[src/rtl/tlb_fa_pkg.sv]
package tlb_fa_pkg;
  typedef struct packed {
    logic vld;
    logic rd;
    logic wr;
    logic usr;
    logic dty;
  } pte_flags_t;

  localparam int unsigned REPL_FIFO = 0;
  localparam int unsigned REPL_LFSR = 1;
endpackage

[src/rtl/tlb_fa_match.sv]
module tlb_fa_match #(
  parameter int unsigned ENTRIES = 32,
  parameter int unsigned VPN_W   = 20,
  localparam int unsigned IDX_W  = $clog2(ENTRIES)
) (
  input  logic [ENTRIES-1:0]            valid_i,
  input  logic [ENTRIES-1:0][VPN_W-1:0] tag_i,
  input  logic [VPN_W-1:0]              vpn_i,
  output logic [ENTRIES-1:0]            match_o,
  output logic                          any_o,
  output logic [IDX_W-1:0]              idx_o
);
  for (genvar g = 0; g < ENTRIES; g++) begin : g_cmp
    assign match_o[g] = valid_i[g] && (tag_i[g] == vpn_i);
  end

  assign any_o = |match_o;

  // OR-encoder; tags are unique so at most one bit is set
  always_comb begin
    idx_o = '0;
    for (int i = 0; i < ENTRIES; i++)
      if (match_o[i]) idx_o = idx_o | IDX_W'(i);
  end
endmodule

[src/rtl/tlb_fa_victim.sv]
module tlb_fa_victim #(
  parameter int unsigned ENTRIES = 32,
  parameter int unsigned REPL    = 0,
  localparam int unsigned IDX_W  = $clog2(ENTRIES)
) (
  input  logic               clk_i,
  input  logic               rst_ni,
  input  logic [ENTRIES-1:0] valid_i,
  input  logic               use_i,
  output logic [IDX_W-1:0]   idx_o
);
  logic [IDX_W-1:0] free_idx, ptr_q, pick;
  logic             have_free;
  logic [15:0]      lfsr_q;

  always_comb begin
    free_idx  = '0;
    have_free = 1'b0;
    for (int i = ENTRIES - 1; i >= 0; i--)
      if (!valid_i[i]) begin
        free_idx  = IDX_W'(i);
        have_free = 1'b1;
      end
  end

  assign pick  = (REPL == tlb_fa_pkg::REPL_LFSR) ? lfsr_q[IDX_W-1:0] : ptr_q;
  assign idx_o = have_free ? free_idx : pick;

  always_ff @(posedge clk_i or negedge rst_ni) begin
    if (!rst_ni) begin
      ptr_q  <= '0;
      lfsr_q <= 16'hACE1;
    end else begin
      lfsr_q <= {1'b0, lfsr_q[15:1]} ^ (lfsr_q[0] ? 16'hB400 : 16'h0000);
      if (use_i && !have_free) ptr_q <= ptr_q + 1'b1;
    end
  end
endmodule

[src/rtl/tlb_fa_prot.sv]
module tlb_fa_prot
  import tlb_fa_pkg::*;
(
  input  logic       hit_i,
  input  pte_flags_t flg_i,
  input  logic       store_i,
  input  logic       user_i,
  output logic       fault_o,
  output logic       dirty_req_o
);
  logic deny;
  assign deny = (store_i ? !flg_i.wr : !flg_i.rd) || (user_i && !flg_i.usr);
  assign fault_o     = hit_i && deny;
  assign dirty_req_o = hit_i && !deny && store_i && !flg_i.dty;
endmodule

[src/rtl/tlb_fa.sv]
module tlb_fa
  import tlb_fa_pkg::*;
#(
  parameter int unsigned ENTRIES = 32,
  parameter int unsigned VA_W    = 32,
  parameter int unsigned PA_W    = 32,
  parameter int unsigned PAGE_W  = 12,
  parameter int unsigned REPL    = REPL_FIFO,
  localparam int unsigned VPN_W  = VA_W - PAGE_W,
  localparam int unsigned PPN_W  = PA_W - PAGE_W,
  localparam int unsigned IDX_W  = $clog2(ENTRIES)
) (
  input  logic             clk_i,
  input  logic             rst_ni,
  input  logic             flush_i,
  input  logic             lkp_valid_i,
  input  logic [VA_W-1:0]  lkp_vaddr_i,
  input  logic             lkp_store_i,
  input  logic             lkp_user_i,
  output logic             hit_o,
  output logic [PA_W-1:0]  paddr_o,
  output logic             walk_req_o,
  output logic [VPN_W-1:0] walk_vpn_o,
  output logic             prot_fault_o,
  output logic             dirty_req_o,
  input  logic             fill_valid_i,
  input  logic [VPN_W-1:0] fill_vpn_i,
  input  logic [PPN_W-1:0] fill_ppn_i,
  input  logic             fill_rd_i,
  input  logic             fill_wr_i,
  input  logic             fill_usr_i,
  input  logic             fill_dirty_i
);
  logic [ENTRIES-1:0][VPN_W-1:0] tag_q;
  logic [ENTRIES-1:0][PPN_W-1:0] ppn_q;
  pte_flags_t [ENTRIES-1:0]      flg_q;
  logic [ENTRIES-1:0]            vld;
  logic [ENTRIES-1:0]            match;
  logic                          any_match, hit;
  logic [IDX_W-1:0]              hit_idx, vict_idx;
  logic [VPN_W-1:0]              lkp_vpn;

  for (genvar g = 0; g < ENTRIES; g++) begin : g_vld
    assign vld[g] = flg_q[g].vld;
  end

  assign lkp_vpn = lkp_vaddr_i[VA_W-1:PAGE_W];

  tlb_fa_match #(.ENTRIES(ENTRIES), .VPN_W(VPN_W)) u_match (
    .valid_i (vld),
    .tag_i   (tag_q),
    .vpn_i   (lkp_vpn),
    .match_o (match),
    .any_o   (any_match),
    .idx_o   (hit_idx)
  );

  tlb_fa_victim #(.ENTRIES(ENTRIES), .REPL(REPL)) u_victim (
    .clk_i   (clk_i),
    .rst_ni  (rst_ni),
    .valid_i (vld),
    .use_i   (fill_valid_i && !flush_i),
    .idx_o   (vict_idx)
  );

  assign hit = lkp_valid_i && any_match;

  tlb_fa_prot u_prot (
    .hit_i       (hit),
    .flg_i       (flg_q[hit_idx]),
    .store_i     (lkp_store_i),
    .user_i      (lkp_user_i),
    .fault_o     (prot_fault_o),
    .dirty_req_o (dirty_req_o)
  );

  assign hit_o      = hit;
  assign paddr_o    = hit ? {ppn_q[hit_idx], lkp_vaddr_i[PAGE_W-1:0]} : '0;
  assign walk_req_o = lkp_valid_i && !any_match;
  assign walk_vpn_o = lkp_vpn;

  always_ff @(posedge clk_i or negedge rst_ni) begin
    if (!rst_ni) begin
      tag_q <= '0;
      ppn_q <= '0;
      flg_q <= '0;
    end else if (flush_i) begin
      for (int i = 0; i < ENTRIES; i++) flg_q[i].vld <= 1'b0;
    end else begin
      if (dirty_req_o) flg_q[hit_idx].dty <= 1'b1;
      // fill after dirty update: a fill into the same slot wins
      if (fill_valid_i) begin
        tag_q[vict_idx] <= fill_vpn_i;
        ppn_q[vict_idx] <= fill_ppn_i;
        flg_q[vict_idx] <= '{vld: 1'b1, rd: fill_rd_i, wr: fill_wr_i,
                             usr: fill_usr_i, dty: fill_dirty_i};
      end
    end
  end
endmodule

[config.mk]
export PLATFORM = sky130hd
export DESIGN_NAME = tlb_fa
export DESIGN_NICKNAME = d
export VERILOG_FILES = /design/src/rtl/tlb_fa_pkg.sv /design/src/rtl/tlb_fa_match.sv /design/src/rtl/tlb_fa_victim.sv /design/src/rtl/tlb_fa_prot.sv /design/src/rtl/tlb_fa.sv
export SDC_FILE = /design/constraint.sdc
export NUM_CORES = 2
export LEC_CHECK = 0
export BUFFER_PORTS_ARGS = -buffer_cell sky130_fd_sc_hd__buf_2
export CAP_MARGIN = 20
export CORE_UTILIZATION = 45
export CTS_CLUSTER_SIZE = 40
export DETAILED_ROUTE_END_ITERATION = 6
export PLACE_DENSITY = 0.68
export SYNTH_ARGS = -nofsm -noshare
export SYNTH_HDL_FRONTEND = slang
export SYNTH_SLANG_ARGS = --single-unit
[constraint.sdc]
create_clock -name clk_i -period 14.1 [get_ports clk_i]
set_clock_uncertainty 0.05 [all_clocks]
set_input_delay 4.23 -clock clk_i [delete_from_list [all_inputs] [get_ports clk_i]]
set_output_delay 4.23 -clock clk_i [all_outputs]
set_load 0.02 [all_outputs]
==> out/metrics.yaml <==
outcome:
  status: "finished with violations"
  violations: "DRC"
place:
  placedInstanceArea_sq_mm: 0.07453
  place_congestion: 0.9498
  portBuffers: 138
  dp_hpwl_microns: 138400
timing:
  period_share_pct: 97.36
  setup-tns-final_ns: 0
  slew_violations: 0
  hold_violations: 0
  setup_viol: 0
  fin_hold_ws_ns: 0.4199
  rsz0062_at_grt: "false"
  relSlewSlack_pct: 15.46
  post-route-min-period_ns: 13.73
  fmax_mhz: 72.84
  worst_pin_slew_ns: 1.268
clock_network:
  cts.sink_count: 1445
  numCtsBuffers: 156
  cts_root_buffer: "clkbuf_16"
  clk_latency_ns: 0.80
  ctsHoldBuffers: 0
  cts_buffer_depth: 3
  cts_tree: "built"
  postCtsSetupRepairBufs: 0
  clk_pin_slew_ns: 0.06
  cts_resized: 0
  cts.htree.levels: 4
pwr:
  power_mw: 9.462
  leakage_nw: 37.52
  power_density_mw_per_mm2: 118.1
  peakVddDrop_mv: 0.1384
drt:
  viasPerCell: 6.133
  avgRoutedWirePerCell_microns: 27.86
  vias: 51264
  drc: 1
  routed_wirelength_microns: 232900
  antenna_left: 0
  drt_pre_antenna_iters: 7
  dr.first_iter.drc_count: 5323
yosys:
  synthCells: 6228
  ys_types: 73
  synth_nets: 6312
  async_flop_share_pct: 100.0
  ys_seq_area_share_pct: 50.39
  yosysMostFrequentCell: "dfrtp_1"
  synthTopCellsByCount: "dfrtp_1, mux2_2, nand2_1"
  synth_top_flop_cell: "dfrtp_1"
  synth-edff-count: 0
  yosysWarnings: 0
  avgSynthCellArea_sq_um: 11.52
  synth_area_leaders: "dfrtp_1, mux2_2, xnor2_1"
  yosysTopAreaCell: "dfrtp_1"
  synth-seq-cells: 1445
  synth_top_area_share_pct: 50.39
  syn_area_sq_mm: 0.07176
grt:
  grt_max_degree: 181
  globalRouteMet1Util_pct: 38.89
  grt_util_met3_pct: 5.270
  top_usage_layer: "met2"
  track_usage_pct: 28.72
  grt_pass1_vias: 51260
  antenna_found_initial: 11
  gr-total-overflow: 0
  grt_pass1_wl_microns: 346900
  grtUsageMet2_pct: 44.74
layout:
  synthToLayoutAreaGrowth_pct: 11.62
  final_cell_area_sq_mm: 0.08009
  fin_util_pct: 50.57
  fin_nets: 6243
  drive_above_1_share_pct: 31.94
die:
  initial_utilization_pct: 45.31
  dieArea_sq_mm: 0.1611
  rows: 146
  core_area_sq_mm: 0.1584
  die_h_microns: 401.3
  die_w_microns: 401.3
  pin_count: 139
hold_path:
  min-delay-path-class: "reg -> reg"
  holdPathStages: 1
job:
  drv_cap: 0
setup_path:
  cp-end-kind: "primary output"
  arrival_ns: 9.45
  r2r_cells: 13
  crit_path_start_kind: "input port"
  crit_fanout: 17
  required_ns: 9.82
  worstSetupPathType: "in -> out"
-- cell families after synthesis --
logic type,synth area share (%)
fa+ha+maj,0.01743
xor+xnor,7.934
flops,50.39
compound gates,3.787
mux,22.60
buf+inv,3.632
simple gates,11.64
-- critical path, cell delays in order --
cell,delay (ns)
buf_2,0.62
xnor2_1,0.23
nand4_1,0.16
nor4_1,0.09
a22oi_1,0.77
nand3_1,0.16
buf_4,0.22
or4_4,0.60
buf_12,0.19
buf_4,0.21
mux2i_1,0.14
mux2_2,0.28
a22oi_1,0.16
o2111ai_1,0.24
o22ai_4,0.25
nand2_1,0.16
nor3_1,0.37
buf_4,0.17
buf_2,0.15
-- final timing paths --
kind,from,to,slack (ns)
min in group asynchronous,rst_ni,tag_q[394]$_DFFE_PN0P_,3.40
worst max-delay path,lkp_vaddr_i[28],dirty_req_o,0.37
worst max register to register,flg_q[154]$_DFFE_PN0P_,ppn_q[254]$_DFFE_PN0P_,7.62
max in group asynchronous,rst_ni,ppn_q[579]$_DFFE_PN0P_,8.11
worst min register to register,u_victim.pick[4]$_DFFE_PN0P_,u_victim.pick[4]$_DFFE_PN0P_,0.42
worst min-delay path,u_victim.pick[4]$_DFFE_PN0P_,u_victim.pick[4]$_DFFE_PN0P_,0.42
-- report_power, final --
group	switching (mW)	internal, mW	total [mW]
Clock	1.76	2.59	4.35
Sequential	0.0827	4.28	4.36
Combinational	0.476	0.278	0.754
-- state kept, by name, indices dropped and copies added, names as in the netlist --
name	cells
flg_q	160
ppn_q	640
tag_q	640
u_victim.pick	5
-- placed cells by master (no fill, tap or decap), drive strengths merged, types with 61 or more instances in the layout --
| cell type | instances |
|---|---|
| a31oi | 84 |
| and3 | 109 |
| buf | 294 |
| clkbuf | 229 |
| dfrtp | 1445 |
| mux2 | 1386 |
| mux2i | 61 |
| nand2 | 832 |
| nand3 | 214 |
| nand4 | 216 |
| nor4 | 102 |
| o21ai | 137 |
| xnor2 | 505 |
| xor2 | 145 |
-- metal layers --
layer / up-vias / routed length (microns)
met3: 587 / 18440
met1: 26692 / 96490
met5: - / 40
met2: 2277 / 106600
met4: 6 / 11300
li1: 21702 / -
-- through the flow --
| stage | cells | worst slack, ns |
|---|---|---|
| after floorplan | 6228 | 2.174 |
| after global placement | 8059 | 0.5985 |
| after detailed placement | 8068 | 0.5050 |
| after CTS | 8353 | 0.4856 |
| after global routing | 8359 | 0.2795 |
| final | 8359 | 0.3717 |
-- area by class of cell --
type                       instances  area, sq um
tap                             2072         2592
timing repair buffer             294         2507
fill                           13686        78290
clock buffer                     229         4613
antenna                            1        2.502
multi-input combinational       4231        33280
inverter                          31        116.4
clock inverter                    56        825.8
sequential                      1445        36160
Power figures use the tool's default switching activity.
